## src/rtl/rs_enc_pkg.sv

```systemverilog
package rs_enc_pkg;
  localparam int SYM_W = 4;
  localparam logic [SYM_W:0] FIELD_POLY = 5'b10011;
  localparam logic [SYM_W-1:0] ALPHA = 4'd2;
  localparam int MAX_PAR = 8;
  localparam int FIELD_LEN = (1 << SYM_W) - 1;

  // multiply two field elements by shift-and-reduce
  function automatic logic [SYM_W-1:0] gf_mul(input logic [SYM_W-1:0] a,
                                              input logic [SYM_W-1:0] b);
    logic [SYM_W-1:0] acc;
    logic [SYM_W-1:0] sh;
    acc = '0;
    sh  = a;
    for (int i = 0; i < SYM_W; i++) begin
      if (b[i]) acc = acc ^ sh;
      if (sh[SYM_W-1]) sh = (sh << 1) ^ FIELD_POLY[SYM_W-1:0];
      else             sh = sh << 1;
    end
    return acc;
  endfunction

  function automatic logic [SYM_W-1:0] alpha_pow(input int e);
    logic [SYM_W-1:0] r;
    r = 1;
    for (int i = 0; i < e; i++) r = gf_mul(r, ALPHA);
    return r;
  endfunction

  // low coefficients of the monic generator prod (x + alpha^i), i = 1..npar
  function automatic logic [MAX_PAR*SYM_W-1:0] gen_coefs(input int npar);
    logic [SYM_W-1:0] g [MAX_PAR+1];
    logic [SYM_W-1:0] root;
    logic [MAX_PAR*SYM_W-1:0] packed_g;
    for (int j = 0; j <= MAX_PAR; j++) g[j] = '0;
    g[0] = 1;
    for (int i = 1; i <= MAX_PAR; i++) begin
      if (i <= npar) begin
        root = alpha_pow(i);
        for (int j = MAX_PAR; j >= 1; j--) begin
          if (j <= i) g[j] = g[j-1] ^ gf_mul(g[j], root);
        end
        g[0] = gf_mul(g[0], root);
      end
    end
    packed_g = '0;
    for (int j = 0; j < MAX_PAR; j++) packed_g[j*SYM_W +: SYM_W] = g[j];
    return packed_g;
  endfunction
endpackage

```

## src/rtl/rs_frame_split.sv

```systemverilog
module rs_frame_split #(
  parameter int NCODES = 2,
  parameter int K_SYMS = 11,
  parameter int SYM_W  = 4,
  localparam int DATA_W = NCODES * K_SYMS * SYM_W
) (
  input  logic [DATA_W-1:0] payload_i,
  output logic [DATA_W-1:0] cw_data_o
);
  // codeword c, data symbol j  <-  payload symbol j*NCODES + c
  for (genvar c = 0; c < NCODES; c++) begin : g_code
    for (genvar j = 0; j < K_SYMS; j++) begin : g_sym
      assign cw_data_o[(c*K_SYMS + j)*SYM_W +: SYM_W] =
        payload_i[(j*NCODES + c)*SYM_W +: SYM_W];
    end
  end
endmodule

```

## src/rtl/rs_cw_encoder.sv

```systemverilog
module rs_cw_encoder
  import rs_enc_pkg::*;
#(
  parameter int K_SYMS = 11,
  parameter int N_PAR  = 4
) (
  input  logic [K_SYMS*SYM_W-1:0] data_i,
  output logic [N_PAR*SYM_W-1:0]  par_o
);
  localparam logic [MAX_PAR*SYM_W-1:0] GEN = gen_coefs(N_PAR);

  if (N_PAR > MAX_PAR || K_SYMS + N_PAR > FIELD_LEN) begin : g_bad_size
    $error("rs_cw_encoder: code size does not fit the field");
  end

  // polynomial division unrolled over the data symbols, highest degree first
  always_comb begin
    logic [SYM_W-1:0] rem [N_PAR];
    logic [SYM_W-1:0] fb;
    for (int i = 0; i < N_PAR; i++) rem[i] = '0;
    for (int j = 0; j < K_SYMS; j++) begin
      fb = data_i[j*SYM_W +: SYM_W] ^ rem[N_PAR-1];
      for (int i = N_PAR-1; i >= 1; i--)
        rem[i] = rem[i-1] ^ gf_mul(fb, GEN[i*SYM_W +: SYM_W]);
      rem[0] = gf_mul(fb, GEN[0 +: SYM_W]);
    end
    for (int m = 0; m < N_PAR; m++) par_o[m*SYM_W +: SYM_W] = rem[N_PAR-1-m];
  end
endmodule

```

## src/rtl/rs_frame_merge.sv

```systemverilog
module rs_frame_merge #(
  parameter int NCODES = 2,
  parameter int K_SYMS = 11,
  parameter int N_PAR  = 4,
  parameter int SYM_W  = 4,
  localparam int N_SYMS  = K_SYMS + N_PAR,
  localparam int DATA_W  = NCODES * K_SYMS * SYM_W,
  localparam int PAR_W   = NCODES * N_PAR * SYM_W,
  localparam int FRAME_W = NCODES * N_SYMS * SYM_W
) (
  input  logic [DATA_W-1:0]  cw_data_i,
  input  logic [PAR_W-1:0]   cw_par_i,
  output logic [FRAME_W-1:0] frame_o
);
  // frame symbol m*NCODES + c  <-  codeword c, symbol m
  for (genvar c = 0; c < NCODES; c++) begin : g_code
    for (genvar m = 0; m < N_SYMS; m++) begin : g_sym
      if (m < K_SYMS) begin : g_data
        assign frame_o[(m*NCODES + c)*SYM_W +: SYM_W] =
          cw_data_i[(c*K_SYMS + m)*SYM_W +: SYM_W];
      end else begin : g_par
        assign frame_o[(m*NCODES + c)*SYM_W +: SYM_W] =
          cw_par_i[(c*N_PAR + m - K_SYMS)*SYM_W +: SYM_W];
      end
    end
  end
endmodule

```

## src/rtl/rs_frame_encoder.sv

```systemverilog
module rs_frame_encoder
  import rs_enc_pkg::*;
#(
  parameter int NCODES = 2,
  parameter int K_SYMS = 11,
  parameter int N_PAR  = 4,
  localparam int N_SYMS    = K_SYMS + N_PAR,
  localparam int CW_DATA_W = K_SYMS * SYM_W,
  localparam int CW_PAR_W  = N_PAR * SYM_W,
  localparam int DATA_W    = NCODES * CW_DATA_W,
  localparam int FRAME_W   = NCODES * N_SYMS * SYM_W
) (
  input  logic               clk,
  input  logic               rst_n,
  input  logic               in_valid,
  output logic               in_ready,
  input  logic [DATA_W-1:0]  in_payload,
  output logic               out_valid,
  input  logic               out_ready,
  output logic [FRAME_W-1:0] out_frame
);
  logic [DATA_W-1:0]          cw_data;
  logic [NCODES*CW_PAR_W-1:0] cw_par;
  logic [FRAME_W-1:0]         frame_d;
  logic                       take;

  rs_frame_split #(.NCODES(NCODES), .K_SYMS(K_SYMS), .SYM_W(SYM_W)) i_split (
    .payload_i (in_payload),
    .cw_data_o (cw_data)
  );

  for (genvar c = 0; c < NCODES; c++) begin : g_enc
    rs_cw_encoder #(.K_SYMS(K_SYMS), .N_PAR(N_PAR)) i_enc (
      .data_i (cw_data[c*CW_DATA_W +: CW_DATA_W]),
      .par_o  (cw_par[c*CW_PAR_W +: CW_PAR_W])
    );
  end

  rs_frame_merge #(.NCODES(NCODES), .K_SYMS(K_SYMS), .N_PAR(N_PAR), .SYM_W(SYM_W)) i_merge (
    .cw_data_i (cw_data),
    .cw_par_i  (cw_par),
    .frame_o   (frame_d)
  );

  assign in_ready = ~out_valid | out_ready;
  assign take     = in_valid & in_ready;

  always_ff @(posedge clk or negedge rst_n) begin
    if (!rst_n) begin
      out_valid <= 1'b0;
      out_frame <= '0;
    end else if (take) begin
      out_valid <= 1'b1;
      out_frame <= frame_d;
    end else if (out_ready) begin
      out_valid <= 1'b0;
    end
  end
endmodule

```

## config.mk

```make
export PLATFORM = sky130hd
export DESIGN_NAME = rs_frame_encoder
export DESIGN_NICKNAME = d
export VERILOG_FILES = /design/src/rtl/rs_enc_pkg.sv /design/src/rtl/rs_frame_split.sv /design/src/rtl/rs_cw_encoder.sv /design/src/rtl/rs_frame_merge.sv /design/src/rtl/rs_frame_encoder.sv
export SDC_FILE = /design/constraint.sdc
export NUM_CORES = 1
export LEC_CHECK = 0
export ABC_AREA = 1
export BUFFER_PORTS_ARGS = -buffer_cell sky130_fd_sc_hd__buf_2
export CAP_MARGIN = 20
export CORE_MARGIN = 1.5
export CORE_UTILIZATION = 49
export CTS_CLUSTER_DIAMETER = 80
export DETAILED_ROUTE_END_ITERATION = 6
export PLACE_DENSITY = 0.7
export SYNTH_ARGS = -nofsm -noshare
export SYNTH_HDL_FRONTEND = slang
export SYNTH_SLANG_ARGS = --single-unit
```

## constraint.sdc

```tcl
create_clock -name clk -period 1.9 [get_ports clk]
set_input_delay 0.38 -clock clk [delete_from_list [all_inputs] [get_ports clk]]
set_output_delay 0.38 -clock clk [all_outputs]
set_load 0.03 [all_outputs]
```

### After elaboration in Yosys (flattened, before gate mapping)

Cells that the tools add are included.
Widths: inputs -> output; s select.

| word-level totals | value |
|---|---|
| flip-flop bits (word level) | 121 |
| input port bits | 92 |
| output and inout bits | 122 |
| logic and storage cells | 330 |

| operators by class | value |
|---|---|
| mux-type cells | 68 |
| bitwise operators | 259 |
| reduce and logical (&&, ||, !) cells | 1 |

Operators by type and width:

| operator | number |
|---|---|
| $xor 4x4->4 | 190 |
| $mux 2 | 66 |
| $not 2->2 | 66 |
| $mux 1 | 2 |
| $reduce_bool 2->1 | 1 |
| $and 1x1->1 | 1 |
| $not 1->1 | 1 |
| $or 1x1->1 | 1 |

### Depth between registers and ports, before layout

Gate-level depths: netlist of the first run.

| logic depth | value |
|---|---|
| word-level depth | 97 |
| depth in mapped cells | 54 |
| gate-level depth less buffers | 53 |

### Modules after synthesis

A second synthesis of the first run with hierarchy kept.

| unflattened totals | value |
|---|---|
| cells, all modules | 2502 |
| area total of the unflattened synthesis | 16010.4 um^2 |

By module, submodules not included:

| module | times used | cells each | area each (um^2) |
|---|---|---|---|
| rs_cw_encoder at g_enc[0].i_enc | 1 | 918 | 5032.3 |
| rs_frame_encoder | 1 | 524 | 4759.6 |
| rs_cw_encoder at g_enc[1].i_enc | 1 | 852 | 4657.0 |
| rs_frame_merge | 1 | 120 | 900.9 |
| rs_frame_split | 1 | 88 | 660.6 |

### Worst setup path after synthesis of the first run

No wires, ideal clock.

| timing path | value |
|---|---|
| kind | input port to flip-flop |
| start | input in_payload[2] |
| end | register out_frame[97] |
| library setup time | 0.117 ns |
| arrival | 4.368 ns |
| slack | -2.586 ns |
| cell stages on the path | 40 |
| path buffers | 1 |
| cells stage by stage | buf_2 > xnor2_4 > nand2_1 > nand2_2 > inv_2 > nand2_2 > nand3_1 > nand2_2 > inv_2 > nand2_1 > nand2_2 > inv_2 > nand2_1 > nand2_1 > xor2_1 > inv_1 > nand2_4 > nand2_4 > [... 4 more ...] > nand2_4 > nand2_1 > nand2_2 > inv_2 > nand2_2 > nand2_4 > nand2_1 > nand2_1 > nand2_2 > nand2_2 > xnor2_4 > xor2_1 > nand3_1 > nand2_2 > inv_2 > or2_1 > nand3_1 > nand2_1 |

| between the ends | value |
|---|---|
| word-level cells in the longest chain between the ends | 59 |

Ends and longest elaborated chain:

| element | RTL line | text |
|---|---|---|
| start: declaration | rs_frame_encoder.sv:17 | `input logic [DATA_W-1:0] in_payload,` |
| $mux 2 | rs_enc_pkg.sv:17 | `if (sh[SYM_W-1]) sh = (sh << 1) ^ FIELD_POLY[SYM_W-1:0];` |
| $xor 4x4->4 (2 in series) | rs_enc_pkg.sv:16 | `if (b[i]) acc = acc ^ sh;` |
| $xor 4x4->4 | rs_cw_encoder.sv:22 | `fb = data_i[j*SYM_W +: SYM_W] ^ rem[N_PAR-1];` |
| $not 2->2 (no line) | n/a |  |
| $mux 2 | rs_enc_pkg.sv:17 |  |
| $xor 4x4->4 (2 in series) | rs_enc_pkg.sv:16 |  |
| $xor 4x4->4 | rs_cw_encoder.sv:24 | `rem[i] = rem[i-1] ^ gf_mul(fb, GEN[i*SYM_W +: SYM_W]);` |
| $xor 4x4->4 | rs_cw_encoder.sv:22 |  |
| [... 40 more ...] | n/a |  |
| $xor 4x4->4 (2 in series) | rs_enc_pkg.sv:16 |  |
| $xor 4x4->4 | rs_cw_encoder.sv:24 |  |
| $xor 4x4->4 | rs_cw_encoder.sv:22 |  |
| $mux 2 | rs_enc_pkg.sv:17 |  |
| $not 2->2 (no line) | n/a |  |
| $mux 2 | rs_enc_pkg.sv:17 |  |
| $xor 4x4->4 | rs_enc_pkg.sv:16 |  |
| $xor 4x4->4 (*) | rs_cw_encoder.sv:24 |  |
| end signal: assignment | rs_frame_encoder.sv:54 | `out_frame <= frame_d;` |
| end: declaration | rs_frame_encoder.sv:20 | `output logic [FRAME_W-1:0] out_frame` |

Mark *: on every way between the ends. The rest lies on a longest branch, timed or not.
A chain may end at the register's enable or synchronous reset.

### Final worst setup path of the first run

| timing path | value |
|---|---|
| start | input in_payload[22] |
| end | register out_frame[119] |

| between the ends | value |
|---|---|
| word-level cells in the longest chain between the ends | 47 |

Ends and longest elaborated chain:

| element | RTL line |
|---|---|
| $xor 4x4->4 (*) | rs_cw_encoder.sv:22 |
| $mux 2 | rs_enc_pkg.sv:17 |
| $xor 4x4->4 (2 in series) | rs_enc_pkg.sv:16 |
| $xor 4x4->4 | rs_cw_encoder.sv:24 |
| $xor 4x4->4 | rs_cw_encoder.sv:22 |
| $not 2->2 (no line) | n/a |
| $mux 2 | rs_enc_pkg.sv:17 |
| $xor 4x4->4 (2 in series) | rs_enc_pkg.sv:16 |
| [... 28 more ...] | n/a |
| $xor 4x4->4 | rs_cw_encoder.sv:22 |
| $not 2->2 (no line) | n/a |
| $mux 2 | rs_enc_pkg.sv:17 |
| $xor 4x4->4 (2 in series) | rs_enc_pkg.sv:16 |
| $xor 4x4->4 (*) | rs_cw_encoder.sv:24 |
| $xor 4x4->4 (*) | rs_cw_encoder.sv:22 |
| $xor 4x4->4 | rs_enc_pkg.sv:16 |
| $xor 4x4->4 (*) | rs_enc_pkg.sv:16 |

Marked as above.

==> flow_summary.toml, run 1 <==
[setup_path]
worstSetupPathType = "in -> reg"
worstPathMaxFanout = 6
crit_top_cell = "nand2_1"
rr_endpoint = "out_frame[55]"
required_ns = 2.23
cp.arrival_ns = 5.40
slowest_stage = "xor2_4"
slowest_delay_ns = 0.26
startpoint_type = "primary input"
worstRegToRegCells = 4
rr_startpoint = "out_valid"
cp-end-kind = "flip-flop"
reg2reg_slack_ns = 0.11

[placement]
place_hpwl_um = 35330
io_buffer_count = 213
gp_congestion = 0.9592

[clocking]
cts_sinks = 121
clkTransAtPathRegs_ns = 0.07
cts_buffers = 17
clockBufferDepth = 2
clk_latency_ns = 0.47
root_buffer = "clkbuf_16"
cts_tree = "built"
h-tree-depth = 4

[floorplanning]
dieHeight_um = 170.8
die_width_um = 170.8
die_area_um2 = 29170
core.rowCount = 61
ios = 214
start_util = 0.4966
core_um2 = 27780

[hold_path]
hp-start = "in_payload[57]"
hold_end = "out_frame[57]"
hp-class = "in -> reg"
worstHoldPathCells = 3

[timing]
relSlewSlack = 0.5671
fmax_mhz = 197.0
finClkSkew_ns = 0.02655
fin_ws_ns = -3.176
setup_violations = 32
rsz0062_at_grt = "yes"
hold_viol = 0
tightest_slew_ns = 0.6425
drv_slew = 0
hold_ws_ns = 0.1479
period_share = 2.672
period_needed_ns = 5.076

[drt]
viasPerCell = 5.872
drt_iter0_markers = 1994
vias = 19260
wl_per_cell_um = 20.85
totalWireLength_um = 68390
ant_nets = 0
firstDrtPassIters = 7
drc = 11

[global_route]
antenna_found_initial = 0
grt_util_all_layers = 0.3391
grt_max_degree = 101
grt_pass1_vias = 16640
overflow = 0
grt_pass1_wl_um = 78710

[yosys]
synth_fp_nets = 2286
yosysWarnings = 0
seq_area_frac_synth = 0.2195
syn_area_per_cell_um2 = 6.289
synth_xor_area_frac = 0.1365
yosys.area_share.simple = 0.5240
synthMuxAreaShare = 0
syn_area_um2 = 13800
syn_inst = 2194
synthAdderAreaFrac = 0
synth_top_family_by_area = "simple AND/OR/NAND/NOR gates"
ys_ff_latch = 121
synth_compound_area_frac = 0.03120
synth.distinct_cells = 38

[status]
violations = "DRC, setup timing"
status = "complete, but fails checks"

[cells_and_area]
multi_input_area_um2 = 14000
area_delta_synth_final_pct = 78.47
layout-drive-gt1-share = 0.5695
fin_nets = 2981
final-seq-area_um2 = 3028
fillCellCount = 1354

[run]
maxCapViolCount = 0
[worst max-delay path, delay by kind of cell]
family | cells | cell delay, ns
and+or+nand+nor | 38 | 4.10
buffers and inverters | 6 | 0.59
xor gates and xnor gates | 1 | 0.26
[cell usage after synthesis, drive strengths merged]
library cell  instances  area (um2)
clkbuf               24       130.1
nor2                 25       135.1
dfrtp               121        3028
nand4                 7       43.79
buf                  10       88.83
o21bai                1       7.510
xnor2                44       464.2
xnor3                 2       45.04
nand2b                1       6.260
nand2              1118        4987
inv                 259       999.7
a21oi                 2       10.01
nand3               330        1922
xor2                147        1374
a31oi                 2       12.51
or2                   6       37.54
clkinv                2       7.510
o21ai                80       400.4
nand3b               13       97.59
[per-layer routing]
layer  GRT usage  vias up  share of wire
met2      0.6449     1451           0.48
met4      0.1897        0           0.11
li1            -     8192              -
met3     0.06246      717          0.093
met1      0.3473     8901           0.32
met5           0        -              0
[cells in the final DEF, fill, tap and decap left out, types with 3 or more instances in the layout]
master     Yosys  routed
clkbuf_16      0      17
buf_2          2     194
nand3_4        4      79
xnor2_4        3      10
inv_6          0       8
xor2_2         9      38
nand2_8        2      48
dfrtp_1      121     121
inv_1        203     161
inv_4         11      26
xnor2_2        3      12
clkinv_4       0       5
o21ai_0       76      74
nand4_1        7       7
nand2_1      911     577
nand3b_1      13      13
nand2_2      156     258
or2_1          3       3
buf_4          3     443
nor2_4         2      12
inv_2         45      53
xor2_4         1      20
xor2_1       137      89
nand2_4       49     236
buf_6          5      48
nand3_2       44      94
buf_8          0       4
inv_8          0      10
buf_12         0      18
nor2_1        18       9
bufinv_16      0       4
nand3_1      282     157
o21ai_1        4       6
clkinv_8       0       4
xnor2_1       38      22
nor2_2         4       3
[cells by family after synthesis]
logic type,after synthesis
and+or+nand+nor,1500
DFF,121
xor gates and xnor gates,193
AOI/OAI and AO/OA,85
buffers and inverters,295
[registers in the layout (all words and copies together), names as in the netlist]
| name | cells |
|---|---|
| out_frame | 120 |
| out_valid | 1 |
[area by class of cell]
class / instances / share of cell area
clock inverters: 13 / 0.007876
well taps: 378 / 0.01921
repair buffers: 709 / 0.2150
clock buffers: 18 / 0.01743
inverters: 261 / 0.04873
flip-flops and latches: 121 / 0.1230
diodes: 1 / 0.0001016
multi-input cells: 1779 / 0.5686
[through the flow]
stage               setup slack, ns  cells  utilization  setup TNS [ns]  cell area [um2]
CTS                          -2.485   3207       0.7675          -77.57            21320
detailed placement           -3.315   3093       0.6610         -101.77            18360
finish                       -3.176   3280       0.8863          -93.30            24620
floorplan                    -2.530   2194            -          -77.55            14430
global placement             -3.165   3093       0.6610          -97.62            18360
global route                 -3.725   3279       0.8862         -105.66            24620
[worst max path at each step]
stage | start | end | cells past startpoint | slack [ns]
after global placement | in_payload[0] | out_frame[112] | 44 | -3.17
after floorplan | in_payload[0] | out_frame[97] | 39 | -2.53
final | in_payload[22] | out_frame[119] | 45 | -3.18
after global routing | in_payload[4] | out_frame[103] | 46 | -3.73
after detailed placement | in_payload[0] | out_frame[112] | 44 | -3.31
after CTS | in_payload[17] | out_frame[97] | 41 | -2.49
[what timing repair did]
action | 4_1_cts | 5_1_grt
buffers inserted | 81 | 74
hold buffers | 1 | 0
cloned | 2 | 0
endpoints found under the hold margin | 44 | 0
resized for setup | 371 | 609
setup endpoints to repair | 32 | 32
pin swaps | 200 | 265
Power of run 1 is left out: the tool's default activity adds up to more than one toggle a clock period on the data nets, which glitch-free logic cannot reach.
==> run 2, diff against run 1 <==
--- a/config.mk
+++ b/config.mk
@@ -9,10 +9,11 @@
 export BUFFER_PORTS_ARGS = -buffer_cell sky130_fd_sc_hd__buf_2
 export CAP_MARGIN = 20
 export CORE_MARGIN = 1.5
-export CORE_UTILIZATION = 49
+export CORE_UTILIZATION = 51
 export CTS_CLUSTER_DIAMETER = 80
 export DETAILED_ROUTE_END_ITERATION = 6
-export PLACE_DENSITY = 0.7
+export PLACE_DENSITY = 0.73
+export REMOVE_ABC_BUFFERS = 1
 export SYNTH_ARGS = -nofsm -noshare
 export SYNTH_HDL_FRONTEND = slang
 export SYNTH_SLANG_ARGS = --single-unit
==> constraint.sdc (replaced) <==
create_clock -name clk -period 5.5 [get_ports clk]
set_input_delay 1.1 -clock clk [delete_from_list [all_inputs] [get_ports clk]]
set_output_delay 1.1 -clock clk [all_outputs]
set_load 0.03 [all_outputs]
==> run 2 against run 1 <==
Effect of this change:
- sequential share of layout area increased by 2.2 points
- critical endpoint is now out_frame[102]
- clock skew shrank 0.0047 ns
- worst hold slack gained 0.32 ns
- worst setup slack better by 3.0 ns
- the flow finishes with violations (setup timing)
- highest routed layer unchanged
- via count fell by 11%
- flip-flop and latch count did not move
- non-clock buffer count shrank 122
- design area shrank 15%
- global-route usage fell by 4.2 points
==> flow_summary.toml, run 2 (synthesized netlist as in run 1, its figures left out) <==
[drt]
firstDrtPassIters = 7
totalWireLength_um = 52560
drt_iter0_markers = 1614
viasPerCell = 5.508
ant_nets = 0
drc = 0
vias = 17200
wl_per_cell_um = 16.84

[clocking]
cts_tree = "built"
h-tree-depth = 4
root_buffer = "clkbuf_16"
cts-hold-fix-buffers = 0
clockBufferDepth = 2
clkTransAtPathRegs_ns = 0.07
cts_buffers = 17
cts_sinks = 121
clk_latency_ns = 0.45

[setup_path]
startpoint_type = "primary input"
cp-end-kind = "flip-flop"
crit_top_cell = "nand2_4"
required_ns = 5.82
worstPathMaxFanout = 6
cp.arrival_ns = 5.99
worstSetupPathType = "in -> reg"
slowest_stage = "or2_1"
slowest_delay_ns = 0.22

[global_route]
grt_util_all_layers = 0.2975
grt_pass1_wl_um = 68160
grt_pass1_vias = 14600
grt_max_degree = 71
overflow = 0
antenna_found_initial = 0

[placement]
io_buffer_count = 213
place_inst = 3007
place_hpwl_um = 33340
gp_congestion = 0.9635

[cells_and_area]
final_cell_mix = "nand2_1, buf_4, nand2_2"
finalNonFillerCells = 3122
final_common_cell = "nand2_1"
largest_register_ffs = 120
layout-drive-gt1-share = 0.4639
area_delta_synth_final_pct = 51.79
num_antenna_cells = 0
largest-register = "out_frame"
fin_nets = 2860
reg_top3 = "out_frame (120), out_valid (1)"

[timing]
fin_ws_ns = -0.1697
hold_ws_ns = 0.4700
relSlewSlack = 0.4067
setup_violations = 15
hold_viol = 0
period_share = 1.031
tightest_slew_ns = 0.8900
drv_slew = 0
rsz0062_at_grt = "yes"
period_needed_ns = 5.670
fmax_mhz = 176.4
finClkSkew_ns = 0.02188

[floorplanning]
dieHeight_um = 167.5
die_width_um = 167.5
start_util = 0.5162
core_um2 = 26730
die_area_um2 = 28050
core.rowCount = 60
ios = 214

[status]
status = "complete, but fails checks"
violations = "setup timing"

[run]
maxCapViolCount = 0

[hold_path]
hp-class = "in -> async"
==> run 2: cell count changes in the layout (fill, tap and decap cells not counted), moves of 10 or more <==
cell     change
nand2_1    +129
nand2_4     -92
buf_4       -84
nand3_1     +50
nand2_8     -36
nand3_4     -35
buf_6       -31
inv_1       +28
xor2_1      +27
xor2_2      -18
nand3_2     -15
buf_12      -11
buf_2       +10
==> run 2: stage by stage <==
stage	setup WS [ns]	area [um2]	utilization	TNS, ns
finish	-0.1697	20940	0.7836	-1.702
detailed placement	-0.3857	17290	0.6471	-9.112
floorplan	-1.196	13580	-	-48.10
CTS	0.01450	17900	0.6697	0
global placement	-0.2637	17290	0.6471	-4.374
global route	-0.5272	20940	0.7836	-9.569
==> run 2: path summary, 6_finish.rpt <==
path                           startpoint             end  slack [ns]  depth (start not counted)
setup / recovery           in_payload[14]  out_frame[102]       -0.17                         47
hold / removal                      rst_n   out_frame[57]        0.47                          1
setup reg to reg                out_valid   out_frame[60]        3.39                          6
hold reg to reg             out_frame[88]   out_frame[88]        0.47                          2
max in group asynchronous           rst_n   out_frame[78]        3.94                          2
min in group clk            out_frame[88]   out_frame[88]        0.47                          2
==> run 2: critical path: cells and delay by family <==
kind | cells | cell delay, ns
AND/OR/NAND/NOR | 38 | 3.96
buffers and inverters | 9 | 0.90
==> run 2: layout make-up <==
type | count | area [um2]
Clock buffer | 18 | 429.2
Multi-Input combinational cell | 1780 | 11790
Clock inverter | 14 | 161.4
Timing Repair Buffer | 587 | 4048
Tap cell | 341 | 426.7
Inverter | 261 | 1060
Sequential cell | 121 | 3028
Fill cell | 1715 | 5783
==> run 2: metal layers <==
layer,track usage,wire [um],share of wire
met1,0.3739,20000,0.38
met3,0.03167,3570,0.068
met4,0.1038,2798,0.053
met2,0.5284,26200,0.50
met5,0,0,0
==> run 2: repair_timing <==
action / in CTS / in global routing
buffers inserted: 0 / 81
gates cloned: 0 / 2
pin swaps: 0 / 217
endpoints found under the setup margin: 1 / 32
gates resized for setup: 2 / 554
Power of run 2 is left out for the same reason.
==> run 3, diff against run 2 <==
==> constraint.sdc (replaced) <==
create_clock -name clk -period 5.6 [get_ports clk]
set_input_delay 1.12 -clock clk [delete_from_list [all_inputs] [get_ports clk]]
set_output_delay 1.12 -clock clk [all_outputs]
set_load 0.03 [all_outputs]
==> run 3 against run 2 <==
Effect of this change:
- the flow now finishes without violations
- design area shrank 8.5%
- highest routed layer unchanged
- worst setup slack better by 0.25 ns
- non-clock buffer count decreased by 73
- critical path depth down 5
- sequential share of layout area rose by 1.3 points
- register-to-register slack worse by 0.10 ns
- first-iteration DRC count down 35%
- global-route usage down 0.30 points
==> flow_summary.toml, run 3 (synthesized netlist as in run 1, its figures left out) <==
[status]
status = "completed"

[placement]
place_hpwl_um = 32960
place_ws_ns = -0.3639
postPlaceCellArea_um2 = 17070
io_buffer_count = 213
gp_congestion = 0.9529

[clocking]
cts_tree = "built"
clkTransAtPathRegs_ns = 0.07
cts-hold-fix-buffers = 0
clk_latency_ns = 0.43
cts_buffers = 17
h-tree-depth = 4
root_buffer = "clkbuf_16"
clockBufferDepth = 2
cts_sinks = 121

[setup_path]
rr_startpoint = "out_valid"
slowest_stage = "nand3_4"
required_ns = 5.92
reg2reg_slack_ns = 3.29
cp-end-kind = "flip-flop"
startpoint_type = "primary input"
worstSetupPathType = "in -> reg"
rr_endpoint = "out_frame[112]"
worstPathMaxFanout = 7
crit_start = "in_payload[7]"
worstRegToRegCells = 6
cp.depth = 42
critPathTopFamily = "simple AND/OR/NAND/NOR gates"
crit_top_cell = "nand2_2"
cp.arrival_ns = 5.84
slowest_delay_ns = 0.21
path_buf_inv = 6

[cells_and_area]
fin_nets = 2787
num_antenna_cells = 0
stdcell_area_um2 = 19170
reg_top3 = "out_frame (120), out_valid (1)"
multi_input_area_um2 = 10670
largest-register = "out_frame"
final_common_cell = "nand2_1"
final_cell_mix = "nand2_1, buf_4, nand3_1"
layout-drive-gt1-share = 0.3863
final-seq-area_um2 = 3028
area_delta_synth_final_pct = 38.92
largest_register_ffs = 120
fillCellCount = 2153

[timing]
fin_ws_ns = 0.08227
hold_viol = 0
period_share = 0.9853
relSlewSlack = 0.5202
hold_ws_ns = 0.4763
period_needed_ns = 5.518
setup_violations = 0
tightest_slew_ns = 0.7197
fmax_mhz = 181.2
finClkSkew_ns = 0.01460
drv_slew = 0

[drt]
firstDrtPassIters = 6
drt_iter0_markers = 1053
drc = 0
totalWireLength_um = 44600
vias = 15730
ant_nets = 0
viasPerCell = 5.159
wl_per_cell_um = 14.63

[hold_path]
worstHoldPathCells = 2
hold_end = "out_frame[24]"
hp-class = "reg -> reg"
hp-start = "out_frame[24]"

[floorplanning]
start_util = 0.5162
dieHeight_um = 167.5
die_width_um = 167.5
die_area_um2 = 28050
core_um2 = 26730
ios = 214
core.rowCount = 60

[run]
maxCapViolCount = 0

[global_route]
grt_max_degree = 72
overflow = 0
grt_util_all_layers = 0.2944
grt_pass1_wl_um = 67710
grt_pass1_vias = 14580
antenna_found_initial = 0
## run 3: worst max path at each step
stage,endpoint,slack (ns)
2_1_floorplan,out_frame[106],-1.12
3_3_place_gp,out_frame[112],-0.22
3_5_place_dp,out_frame[112],-0.36
4_1_cts,out_frame[112],0.06
5_1_grt,out_frame[118],-0.16
6_report,out_frame[102],0.08
## run 3: final cells by class
type,count,area share
inverter,261,0.05412
multi-input combinational,1780,0.5567
timing repair buffer,514,0.1777
clock inverter,14,0.008356
clock buffer,18,0.02291
tap,341,0.02226
sequential,121,0.1580
## run 3: timing repair
action / in CTS / in global routing
setup buffers: 0 / 36
gates resized for setup: 0 / 270
setup endpoints to repair: 0 / 32
## run 3: worst reg2reg max path, delay by kind of cell, from the launching register on
kind / cells / cell delay, ns
buf+inv: 2 / 1.04
simple gates: 4 / 0.81
flops: 1 / 0.34
## run 3: routing by layer
metal,GRT usage,vias up,wire length [um],share of wire
met1,0.3617,7292,18510,0.41
met5,0,-,0,0
met4,0.09636,0,1275,0.029
li1,-,7793,-,-
met3,0.03522,102,2330,0.052
met2,0.5332,542,22490,0.50
## run 3: stage by stage
stage	setup TNS, ns	instances	utilization
floorplan	-44.74	2160	-
global placement	-3.360	2979	0.6387
detailed placement	-6.725	2979	0.6387
CTS	0	3011	0.6611
global route	-2.919	3049	0.7172
finish	0	3049	0.7172
Power of run 3 is left out for the same reason.
